==> config.mk <==
export PLATFORM = sky130hd
export DESIGN_NAME = pipe_hazard_ctrl
export DESIGN_NICKNAME = d
export VERILOG_FILES = /design/src/rtl/hz_pkg.sv /design/src/rtl/hz_fwd_next.sv /design/src/rtl/hz_load_use.sv /design/src/rtl/hz_wb_bypass.sv /design/src/rtl/pipe_hazard_ctrl.sv
export SDC_FILE = /design/constraint.sdc
export NUM_CORES = 1
export LEC_CHECK = 0
export ABC_CLOCK_PERIOD_IN_PS = 1390
export CAP_MARGIN = 20
export CORE_AREA = 2 2 39 41
export DETAILED_ROUTE_END_ITERATION = 8
export DIE_AREA = 0 0 41 43
export DONT_BUFFER_PORTS = 1
export GPL_TIMING_DRIVEN = 0
export PLACE_DENSITY_LB_ADDON = 0.12
export SLEW_MARGIN = 15
export SYNTH_ARGS = -nofsm -noshare
export SYNTH_HDL_FRONTEND = slang
export SYNTH_HIERARCHICAL = 1
export SYNTH_SLANG_ARGS = --single-unit
==> constraint.sdc <==
create_clock -name clk -period 1.39 [get_ports clk]
set_clock_uncertainty 0.15 [all_clocks]
set_input_delay 0.2085 -clock clk [delete_from_list [all_inputs] [get_ports clk]]
set_output_delay 0.2085 -clock clk [all_outputs]
set_load 0.05 [all_outputs]
==> src/rtl/hz_pkg.sv <==
package hz_pkg;
  // operand source select for the execute-stage multiplexers
  typedef enum logic [1:0] {
    FWD_RF    = 2'b00,
    FWD_MEMWB = 2'b01,
    FWD_EXMEM = 2'b10
  } fwd_sel_e;
endpackage

==> src/rtl/hz_fwd_next.sv <==
// Chooses the operand source one stage early: the producer now in execute
// will sit in EX/MEM next cycle, the one now in memory will sit in MEM/WB.
module hz_fwd_next
  import hz_pkg::*;
#(
  parameter int REG_W = 5
) (
  input  logic [REG_W-1:0] src,
  input  logic [REG_W-1:0] ex_dst,
  input  logic             ex_wen,
  input  logic [REG_W-1:0] mem_dst,
  input  logic             mem_wen,
  output fwd_sel_e         nxt
);
  logic live;
  logic hit_ex;
  logic hit_mem;

  assign live    = (src != '0);
  assign hit_ex  = live && ex_wen  && (ex_dst  == src);
  assign hit_mem = live && mem_wen && (mem_dst == src);

  always_comb begin
    if (hit_ex)       nxt = FWD_EXMEM;  // younger producer wins
    else if (hit_mem) nxt = FWD_MEMWB;
    else              nxt = FWD_RF;
  end
endmodule

==> src/rtl/hz_load_use.sv <==
// Detects a load in execute whose result a decode source needs at once.
module hz_load_use #(
  parameter int REG_W = 5,
  parameter int NSRC  = 2
) (
  input  logic [REG_W-1:0] src [NSRC],
  input  logic [REG_W-1:0] ex_dst,
  input  logic             ex_load,
  output logic             hit
);
  logic [NSRC-1:0] match;

  for (genvar g = 0; g < NSRC; g++) begin : g_src
    assign match[g] = (src[g] == ex_dst);
  end

  assign hit = ex_load && (ex_dst != '0) && (|match);
endmodule

==> src/rtl/hz_wb_bypass.sv <==
// Write-before-read within one cycle: a read port that names the register
// being written back takes the write data instead of the stored value.
module hz_wb_bypass #(
  parameter int REG_W = 5
) (
  input  logic [REG_W-1:0] src,
  input  logic [REG_W-1:0] wb_dst,
  input  logic             wb_wen,
  output logic             byp
);
  assign byp = wb_wen && (wb_dst != '0) && (wb_dst == src);
endmodule

==> src/rtl/pipe_hazard_ctrl.sv <==
module pipe_hazard_ctrl
  import hz_pkg::*;
#(
  parameter int REG_W = 5
) (
  input  logic             clk,
  input  logic             rst,
  input  logic [REG_W-1:0] id_src_a,
  input  logic [REG_W-1:0] id_src_b,
  input  logic [REG_W-1:0] ex_dst,
  input  logic             ex_wen,
  input  logic             ex_load,
  input  logic [REG_W-1:0] mem_dst,
  input  logic             mem_wen,
  input  logic [REG_W-1:0] wb_dst,
  input  logic             wb_wen,
  input  logic             id_br_taken,
  output logic [1:0]       fwd_sel_a,
  output logic [1:0]       fwd_sel_b,
  output logic             hold_front,
  output logic             bubble_ex,
  output logic             flush_front,
  output logic             wb_byp_a,
  output logic             wb_byp_b
);
  localparam int NSRC = 2;

  logic [REG_W-1:0] src [NSRC];
  fwd_sel_e         sel_nxt [NSRC];
  fwd_sel_e         sel_q   [NSRC];
  logic [NSRC-1:0]  byp_v;
  logic             lu_hit;

  assign src[0] = id_src_a;
  assign src[1] = id_src_b;

  hz_load_use #(.REG_W(REG_W), .NSRC(NSRC)) lu_i (
    .src     (src),
    .ex_dst  (ex_dst),
    .ex_load (ex_load),
    .hit     (lu_hit)
  );

  for (genvar g = 0; g < NSRC; g++) begin : g_port
    hz_fwd_next #(.REG_W(REG_W)) fn_i (
      .src     (src[g]),
      .ex_dst  (ex_dst),
      .ex_wen  (ex_wen),
      .mem_dst (mem_dst),
      .mem_wen (mem_wen),
      .nxt     (sel_nxt[g])
    );

    hz_wb_bypass #(.REG_W(REG_W)) wb_i (
      .src    (src[g]),
      .wb_dst (wb_dst),
      .wb_wen (wb_wen),
      .byp    (byp_v[g])
    );

    // a bubble entering execute carries no operand dependency
    always_ff @(posedge clk) begin
      if (rst || lu_hit) sel_q[g] <= FWD_RF;
      else               sel_q[g] <= sel_nxt[g];
    end
  end

  assign fwd_sel_a   = sel_q[0];
  assign fwd_sel_b   = sel_q[1];
  assign hold_front  = lu_hit;
  assign bubble_ex   = lu_hit;
  // operands of a held branch are not yet valid, so the hold wins
  assign flush_front = id_br_taken && !lu_hit;
  assign wb_byp_a    = byp_v[0];
  assign wb_byp_b    = byp_v[1];
endmodule

==> results of run 1 <==
[final timing paths]
path,start,endpoint,cells past startpoint
worst max-delay path,ex_dst[4],hold_front,5
worst min-delay path,mem_wen,sel_q[0][0],3
[cell usage after synthesis]
cell       count  area share, %
nand3_1        2            1.4
xnor2_1       18             23
xor2_1        20             25
nor3b_1        4            4.3
nor3_1         4            2.9
nand2_1        4            2.2
or2_0          2            1.8
nor2_1         2            1.1
nor4_2         2            3.6
and3b_1        2            2.5
a2111oi_0      2            2.5
nor4_1         2            1.8
nor2b_1        1           0.90
o21ai_1        3            2.2
nand4_1        2            1.8
or4_1          3            3.2
a21oi_1        1           0.72
buf_4          3            3.2
dfxtp_1        4             12
and4_1         2            2.5
and2_1         2            1.8
[layer usage]
metal	vias up	GRT usage, %
met3	2	2.094
li1	306	-
met1	273	24.37
met4	0	9.333
met5	-	0
met2	28	30.94
[area by class of cell]
type / instances / area [um2]
well taps: 16 / 20.02
clock buffers: 3 / 22.52
flip-flops and latches: 4 / 80.08
fillers: 142 / 598.1
repair buffers: 1 / 10.01
plain buffers: 3 / 26.28
multi-input cells: 78 / 626.9
[per-stage QoR]
stage	std cells	util (%)	power (uW)
after global routing	105	56.78	439.3
after global placement	101	53.53	268.9
after CTS	105	56.06	417.8
final	105	56.78	413.9
after floorplan	85	-	260.0
after detailed placement	101	53.53	272.5
[tightest hold or removal path: cells and delay by family]
kind	cells	cell delay [ns]
AND/OR/NAND/NOR	2	0.17
AO/OA/AOI/OAI	1	0.06
[kinds of logic after synthesis]
| family | Yosys count | synth area share, % |
|---|---|---|
| AO/OA/AOI/OAI | 6 | 5.405 |
| XOR/XNOR | 38 | 47.93 |
| buffers and inverters | 3 | 3.243 |
| flip-flops | 4 | 11.53 |
| AND/OR/NAND/NOR | 34 | 31.89 |
[power by group]
group / switching [uW] / internal (uW)
Sequential: 4.31 / 117
Clock: 39.7 / 96.0
Combinational: 68.7 / 88.6
Total: 113 / 301
[timing repair]
item                                   in CTS  in global routing
pin swaps                                   0                  3
endpoints found under the hold margin       4                  0
setup endpoints to repair                   7                  7
gates resized for setup                     2                  2
hold buffers                                1                  0
==> impl_metrics.env, run 1 <==
export IMPL_io_buffers=0
export IMPL_highest_layer="met4"
export IMPL_clkTransAtPathRegs_ns=0.03
export IMPL_drv_cap=0
export IMPL_wl_um=1576
export IMPL_dr_wl_met2_um=811
export IMPL_vias_per_cell=5.800
export IMPL_drc_errors=0
export IMPL_antenna_found_initial=0
export IMPL_clock_sinks=4
export IMPL_worstSetupPathType="in2out"
export IMPL_ys_warn_count=6
export IMPL_most_common_layout_cells="xor2_1, xnor2_1, nor3b_1, nand2_1, dfxtp_1"
export IMPL_path_buf_inv=1
export IMPL_die_area_um2=1763
export IMPL_grt_usage_pct=19.38
export IMPL_placeableCoreArea_um2=1384
export IMPL_ys_types=21
export IMPL_grt_max_degree=8
export IMPL_critPathMaxFanout=7
export IMPL_tns_ns=-0.9329
export IMPL_routed_wl_met3_um=111
export IMPL_antenna_cells=0
export IMPL_regMostFlops="sel_q"
export IMPL_vias=609
export IMPL_wl_met1_um=639
export IMPL_die_h_um=43
export IMPL_cp_arrival_ns=1.43
export IMPL_avgSynthCellArea_um2=8.170
export IMPL_critPathCaptureType="output pin"
export IMPL_cts_path_max_buffers=2
export IMPL_maxSlewHeadroom_pct=62.27
export IMPL_crit_family="compound AO/OA/AOI/OAI gates"
export IMPL_root_buffer="clkbuf_4"
export IMPL_drtIter0Drc=4
export IMPL_start_util_pct=50.18
export IMPL_io_pins=41
export IMPL_dpl_instance_area_um2=740.7
export IMPL_nets=123
export IMPL_post_dp_hpwl_um=1301
export IMPL_syn_inst=85
export IMPL_fin_crit_sh_pct=129.0
export IMPL_cts_setup_buffers=0
export IMPL_max_stage_delay_ns=0.51
export IMPL_syn_to_final_growth_pct=13.15
export IMPL_grt_pass1_vias=614
export IMPL_synth_seq_cells=4
export IMPL_grt_first_pass_wirelength_um=2366
export IMPL_start_kind="input pin"
export IMPL_drive_gt1_share_pct=16.85
export IMPL_max_slew_worst_pin_slew_ns=0.5647
export IMPL_hold_viol_final=0
export IMPL_rsz0062_at_grt="yes"
export IMPL_syn_nets=117
export IMPL_fp_row_count=14
export IMPL_setup_viol=3
export IMPL_leakage_uw=0.0002653
export IMPL_synth_area_um2=694.4
export IMPL_cp_required_ns=1.03
export IMPL_ir_worst_vdd_v=0.0001677
export IMPL_worst_slack_ns=-0.4035
export IMPL_htreeDepth=1
export IMPL_fmax_mhz=557.6
export IMPL_wl_per_cell_um=15.01
export IMPL_largest_register_ffs=4
export IMPL_gr_total_overflow=0
export IMPL_crit_chain="xor2_1 > nor3_2 > nand3_2 > a21oi_4 > buf_6"
export IMPL_mostFrequentLayoutCell="xor2_1"
export IMPL_min_path_type="in2reg"
export IMPL_final_cell_area_um2=785.8
export IMPL_outcome="finished with violations"
export IMPL_cellPowerDensity_nw_per_um2=526.8
export IMPL_largestRegisters="sel_q (4)"
export IMPL_whs_ns=0.1197
export IMPL_dp_slack_ns=-0.4325
export IMPL_violations="negative setup slack"
export IMPL_cts_tree="done"
export IMPL_gp_congestion=0.8119
export IMPL_ys_seq_area_share_pct=11.53
export IMPL_fin_crit_ns=1.793
export IMPL_final_antenna_net_count=0
export IMPL_numCtsBuffers=3
export IMPL_worst_path_max_delay_cell="a21oi_4"
export IMPL_dr_pass1_iters=3
export IMPL_fp_dieW_um=41
export IMPL_drv_slew=0
Power figures use the tool's default switching activity.
==> run 2, diff against run 1 <==
- PLACE_DENSITY: not set -> 0.7
- PLACE_DENSITY_LB_ADDON: 0.12 -> not set
==> run 2 against run 1 <==
Against the previous run: highest routed layer unchanged; global-route usage rose by 2.5 points; critical path depth did not move; sequential cell count did not move; the run still ends with negative setup slack left.
==> impl_metrics.env, run 2 (synthesis gave the netlist of run 1 again) <==
export IMPL_outcome="finished with violations"
export IMPL_violations="negative setup slack"
export IMPL_fp_row_count=14
export IMPL_drc_errors=0
export IMPL_cts_tree="done"
export IMPL_grt_max_degree=8
export IMPL_htreeDepth=1
export IMPL_cp_arrival_ns=1.43
export IMPL_root_buffer="clkbuf_4"
export IMPL_wl_um=1665
export IMPL_drtIter0Drc=2
export IMPL_syn_to_final_growth_pct=11.89
export IMPL_whs_path_depth=3
export IMPL_post_dp_hpwl_um=1382
export IMPL_most_common_layout_cells="xor2_1, xnor2_1"
export IMPL_setup_viol=3
export IMPL_start_kind="input pin"
export IMPL_antenna_cells=0
export IMPL_dp_slack_ns=-0.4196
export IMPL_fp_dieW_um=41
export IMPL_regMostFlops="sel_q"
export IMPL_fmax_mhz=557.9
export IMPL_critPathMaxFanout=7
export IMPL_maxSlewHeadroom_pct=61.14
export IMPL_largest_register_ffs=4
export IMPL_drv_cap=0
export IMPL_placeableCoreArea_um2=1384
export IMPL_die_h_um=43
export IMPL_fin_crit_sh_pct=129.0
export IMPL_grt_pass1_vias=638
export IMPL_antenna_found_initial=0
export IMPL_dp_cells=101
export IMPL_io_buffers=0
export IMPL_vias_per_cell=5.933
export IMPL_nets=123
export IMPL_drive_gt1_share_pct=14.61
export IMPL_cts_setup_buffers=0
export IMPL_cellPowerDensity_nw_per_um2=541.3
export IMPL_hold_viol_final=0
export IMPL_largestRegisters="sel_q (4)"
export IMPL_dr_pass1_iters=4
export IMPL_rsz0062_at_grt="yes"
export IMPL_worstSetupPathType="in2out"
export IMPL_final_antenna_net_count=0
export IMPL_cts_path_max_buffers=2
export IMPL_gr_total_overflow=0
export IMPL_grt_usage_pct=21.88
export IMPL_n_fill_cell=131
export IMPL_fin_crit_ns=1.792
export IMPL_critPathCaptureType="output pin"
export IMPL_io_pins=41
export IMPL_final_core_util_pct=56.15
export IMPL_cp_required_ns=1.03
export IMPL_mostFrequentLayoutCell="xor2_1"
export IMPL_vias=623
export IMPL_die_area_um2=1763
export IMPL_clkTransAtPathRegs_ns=0.04
export IMPL_grt_first_pass_wirelength_um=2656
export IMPL_start_util_pct=50.18
export IMPL_clock_sinks=4
export IMPL_worst_slack_ns=-0.4025
export IMPL_min_path_type="in2reg"
export IMPL_stdcell_count=105
export IMPL_wl_per_cell_um=15.86
export IMPL_numCtsBuffers=3
export IMPL_gp_congestion=0.7442
export IMPL_drv_slew=0
export IMPL_ir_worst_vdd_v=0.0001992
export IMPL_max_slew_worst_pin_slew_ns=0.5817
export IMPL_leakage_uw=0.0002647
run 2: cell counts in the layout (fill, tap and decap cells not counted):
Identical to the previous run, type by type.
run 2: critical path, stage by stage:
cell and delay [ns]:
xor2_1 0.14, nor3_1 0.18, nand3_1 0.15, a21oi_4 0.52, buf_6 0.24
run 2: power by group:
part | leakage [uW] | internal [uW] | switching, uW
registers | 0.0000322 | 117 | 4.31
logic | 0.000219 | 87.9 | 68.0
clock network | 0.0000138 | 96.5 | 47.2
total | 0.000265 | 301 | 120
run 2: through the flow:
step                      setup TNS (ns)  total power (uW)  hold WS (ns)  cell area (um2)
final                            -0.9156             420.6       0.09005            777.0
after global routing              -1.322             443.0        0.1156            777.0
after CTS                        -0.9129             425.6       0.08840            775.7
after detailed placement          -2.014             273.2        0.1395            740.7
after global placement            -1.769             267.9        0.1367            740.7
after floorplan                   -1.208             260.0        0.1343            720.7
run 2: routing by layer:
layer | routed length (um) | track usage (%)
met1 | 631 | 25.63
met2 | 902 | 36.88
met3 | 116 | 2.618
met4 | 14 | 10.00
met5 | 0 | 0
run 2: path summary, 6_finish.rpt:
path                       from          end
worst max-delay path  ex_dst[3]   hold_front
worst min-delay path    mem_wen  sel_q[0][0]
run 2: area by class of cell:
cell class                      instances  area (um2)  area share, %
Buffer                                  3       26.28          3.382
Sequential cell                         4       80.08          10.31
Clock buffer                            3       22.52          2.899
Tap cell                               16       20.02          2.576
Multi-Input combinational cell         78       618.1          79.55
Timing Repair Buffer                    1       10.01          1.288
run 2: timing repair:
action | in CTS | in global routing
pin swaps | 1 | 0
endpoints found under the hold margin | 4 | 0
gates resized for setup | 2 | 1
hold buffers | 1 | 0
setup endpoints to repair | 5 | 8
==> run 3, diff against run 2 <==
- CELL_PAD_IN_SITES_DETAIL_PLACEMENT: not set -> 1
- CELL_PAD_IN_SITES_GLOBAL_PLACEMENT: not set -> 2
- CORE_AREA: 2 2 39 41 -> not set
- CORE_ASPECT_RATIO: not set -> 0.7
- CORE_UTILIZATION: not set -> 28
- DIE_AREA: 0 0 41 43 -> not set
- MAX_ROUTING_LAYER: not set -> met4
- PLACE_DENSITY: 0.7 -> not set
- PLACE_DENSITY_LB_ADDON: not set -> 0.1
==> run 3 against run 2 <==
Against the previous run: the run still ends with negative setup slack left; highest routed layer is now met3; first-iteration DRC count rose to 9.0 times the previous value; power increased by 3.6%; final cell count rose by 15%; via count decreased by 0.48%; cell area grew 6.8%; sequential cell count unchanged; largest cell class unchanged; setup slack better by 0.0089 ns.
==> impl_metrics.env, run 3 (synthesis gave the netlist of run 1 again) <==
export IMPL_dr_pass1_iters=2
export IMPL_switching_share_pct=29.84
export IMPL_vias_per_cell=5.124
export IMPL_grt_first_pass_wirelength_um=3367
export IMPL_io_pins=41
export IMPL_worst_path_max_delay_cell="a21oi_4"
export IMPL_die_h_um=43.67
export IMPL_seqPwrFrac_pct=27.8
export IMPL_wl_met1_um=1041
export IMPL_p_clk_share_pct=34.1
export IMPL_fmax_mhz=560.7
export IMPL_final_cell_area_um2=829.5
export IMPL_min_from="mem_wen"
export IMPL_max_slew_worst_pin_slew_ns=0.5763
export IMPL_whs_ns=0.1036
export IMPL_vias=620
export IMPL_drc_errors=0
export IMPL_fp_row_count=14
export IMPL_tns_ns=-0.8940
export IMPL_start_util_pct=30.97
export IMPL_fin_crit_sh_pct=128.3
export IMPL_start_kind="input pin"
export IMPL_dr_wl_met2_um=854
export IMPL_cp_required_ns=1.03
export IMPL_rsz0062_at_grt="yes"
export IMPL_gr_total_overflow=0
export IMPL_cts_tree="done"
export IMPL_outcome="finished with violations"
export IMPL_critPathMaxFanout=7
export IMPL_nets=123
export IMPL_multi_input_area_um2=650.6
export IMPL_post_dp_hpwl_um=1737
export IMPL_antenna_cells=0
export IMPL_htreeDepth=1
export IMPL_cts_path_max_buffers=2
export IMPL_cp_arrival_ns=1.43
export IMPL_dp_slack_ns=-0.4473
export IMPL_grt_usage_pct=18.30
export IMPL_grt_pass1_vias=722
export IMPL_regMostFlops="sel_q"
export IMPL_clkTransAtPathRegs_ns=0.04
export IMPL_largest_register_ffs=4
export IMPL_maxSlewHeadroom_pct=61.49
export IMPL_min_path_type="in2reg"
export IMPL_drtIter0Drc=18
export IMPL_wl_um=2084
export IMPL_wl_per_cell_um=17.22
export IMPL_max_stage_delay_ns=0.51
export IMPL_ir_worst_vdd_v=0.0003157
export IMPL_setup_viol=3
export IMPL_p_int_uw=305.6
export IMPL_final_antenna_net_count=0
export IMPL_largestRegisters="sel_q (4)"
export IMPL_drv_cap=0
export IMPL_drv_slew=0
export IMPL_fin_crit_ns=1.784
export IMPL_gp_congestion=0.7077
export IMPL_io_buffers=0
export IMPL_seqCellArea_um2=80.08
export IMPL_antenna_found_initial=0
export IMPL_leakage_uw=0.0002694
export IMPL_drive_gt1_share_pct=19.10
export IMPL_numCtsBuffers=3
export IMPL_grt_max_degree=8
export IMPL_whs_path_depth=3
export IMPL_fp_dieW_um=61.52
export IMPL_violations="negative setup slack"
export IMPL_worst_slack_ns=-0.3935
export IMPL_n_fill_cell=281
export IMPL_p_comb_share_pct=38.2
export IMPL_root_buffer="clkbuf_4"
export IMPL_hold_viol_final=0
export IMPL_hold_path_end="sel_q[1][0]"
export IMPL_worstSetupPathType="in2out"
export IMPL_placeableCoreArea_um2=2242
export IMPL_dpl_instance_area_um2=760.7
export IMPL_mostFrequentLayoutCell="xor2_1"
export IMPL_cellPowerDensity_nw_per_um2=525.1
export IMPL_critPathCaptureType="output pin"
export IMPL_routed_wl_met3_um=188
export IMPL_cts_setup_buffers=0
export IMPL_crit_chain="xor2_4 > nor3_2 > nand3_2 > a21oi_4 > buf_6"
export IMPL_highest_layer="met3"
export IMPL_syn_to_final_growth_pct=19.46
export IMPL_die_area_um2=2686
export IMPL_most_common_layout_cells="xor2_1, xnor2_1, nor3b_1, nand2_1, dfxtp_1"
export IMPL_p_switching_uw=130.0
export IMPL_clock_sinks=4
run 3: cell counts in the layout (fill, tap and decap cells not counted):
Identical to the previous run, type by type.
run 3: power by group through the flow:
stage | combinational, uW | sequential, uW | clock, uW
after floorplan | 137 | 123 | 0
after global placement | 149 | 123 | 0
after detailed placement | 154 | 123 | 0
after CTS | 159 | 121 | 149
after global routing | 186 | 121 | 168
final | 166 | 121 | 148
run 3: what timing repair did:
action	4_1_cts	5_1_grt
endpoints found under the hold margin	4	0
hold buffers	1	0
resized for setup	2	5
endpoints found under the setup margin	9	7
pin swaps	1	4
run 3: how the worst max path moves through the flow:
stage	startpoint	end	slack, ns	depth (start not counted)
global placement	ex_dst[3]	hold_front	-0.47	5
detailed placement	ex_dst[3]	hold_front	-0.45	5
CTS	ex_dst[0]	hold_front	-0.44	5
finish	ex_dst[4]	hold_front	-0.39	5
global route	ex_dst[4]	hold_front	-0.47	5
floorplan	ex_dst[3]	hold_front	-0.32	5
run 3: layout make-up:
| class | count | area share [%] |
|---|---|---|
| multi-input cells | 78 | 78.43 |
| flip-flops and latches | 4 | 9.653 |
| clock buffers | 3 | 2.715 |
| repair buffers | 1 | 1.207 |
| plain buffers | 3 | 3.167 |
| well taps | 32 | 4.827 |
run 3: metal layers:
metal | track usage [%] | vias up
met5 | - | -
met4 | 1.333 | 0
met3 | 7.164 | 0
met2 | 26.88 | 30
met1 | 24.73 | 285
li1 | - | 305
run 3: per-stage QoR:
stage | util (%) | total power, uW | cells
after floorplan | - | 260.0 | 85
after global placement | 33.93 | 271.5 | 117
after detailed placement | 33.93 | 276.7 | 117
after CTS | 35.49 | 428.2 | 121
after global routing | 37.00 | 474.6 | 121
final | 37.00 | 435.6 | 121
run 3: worst max-delay path, delay by kind of cell:
family | cells | cell delay, ns
XOR/XNOR | 1 | 0.16
AND/OR/NAND/NOR | 2 | 0.31
AO/OA/AOI/OAI | 1 | 0.51
buffers and inverters | 1 | 0.24
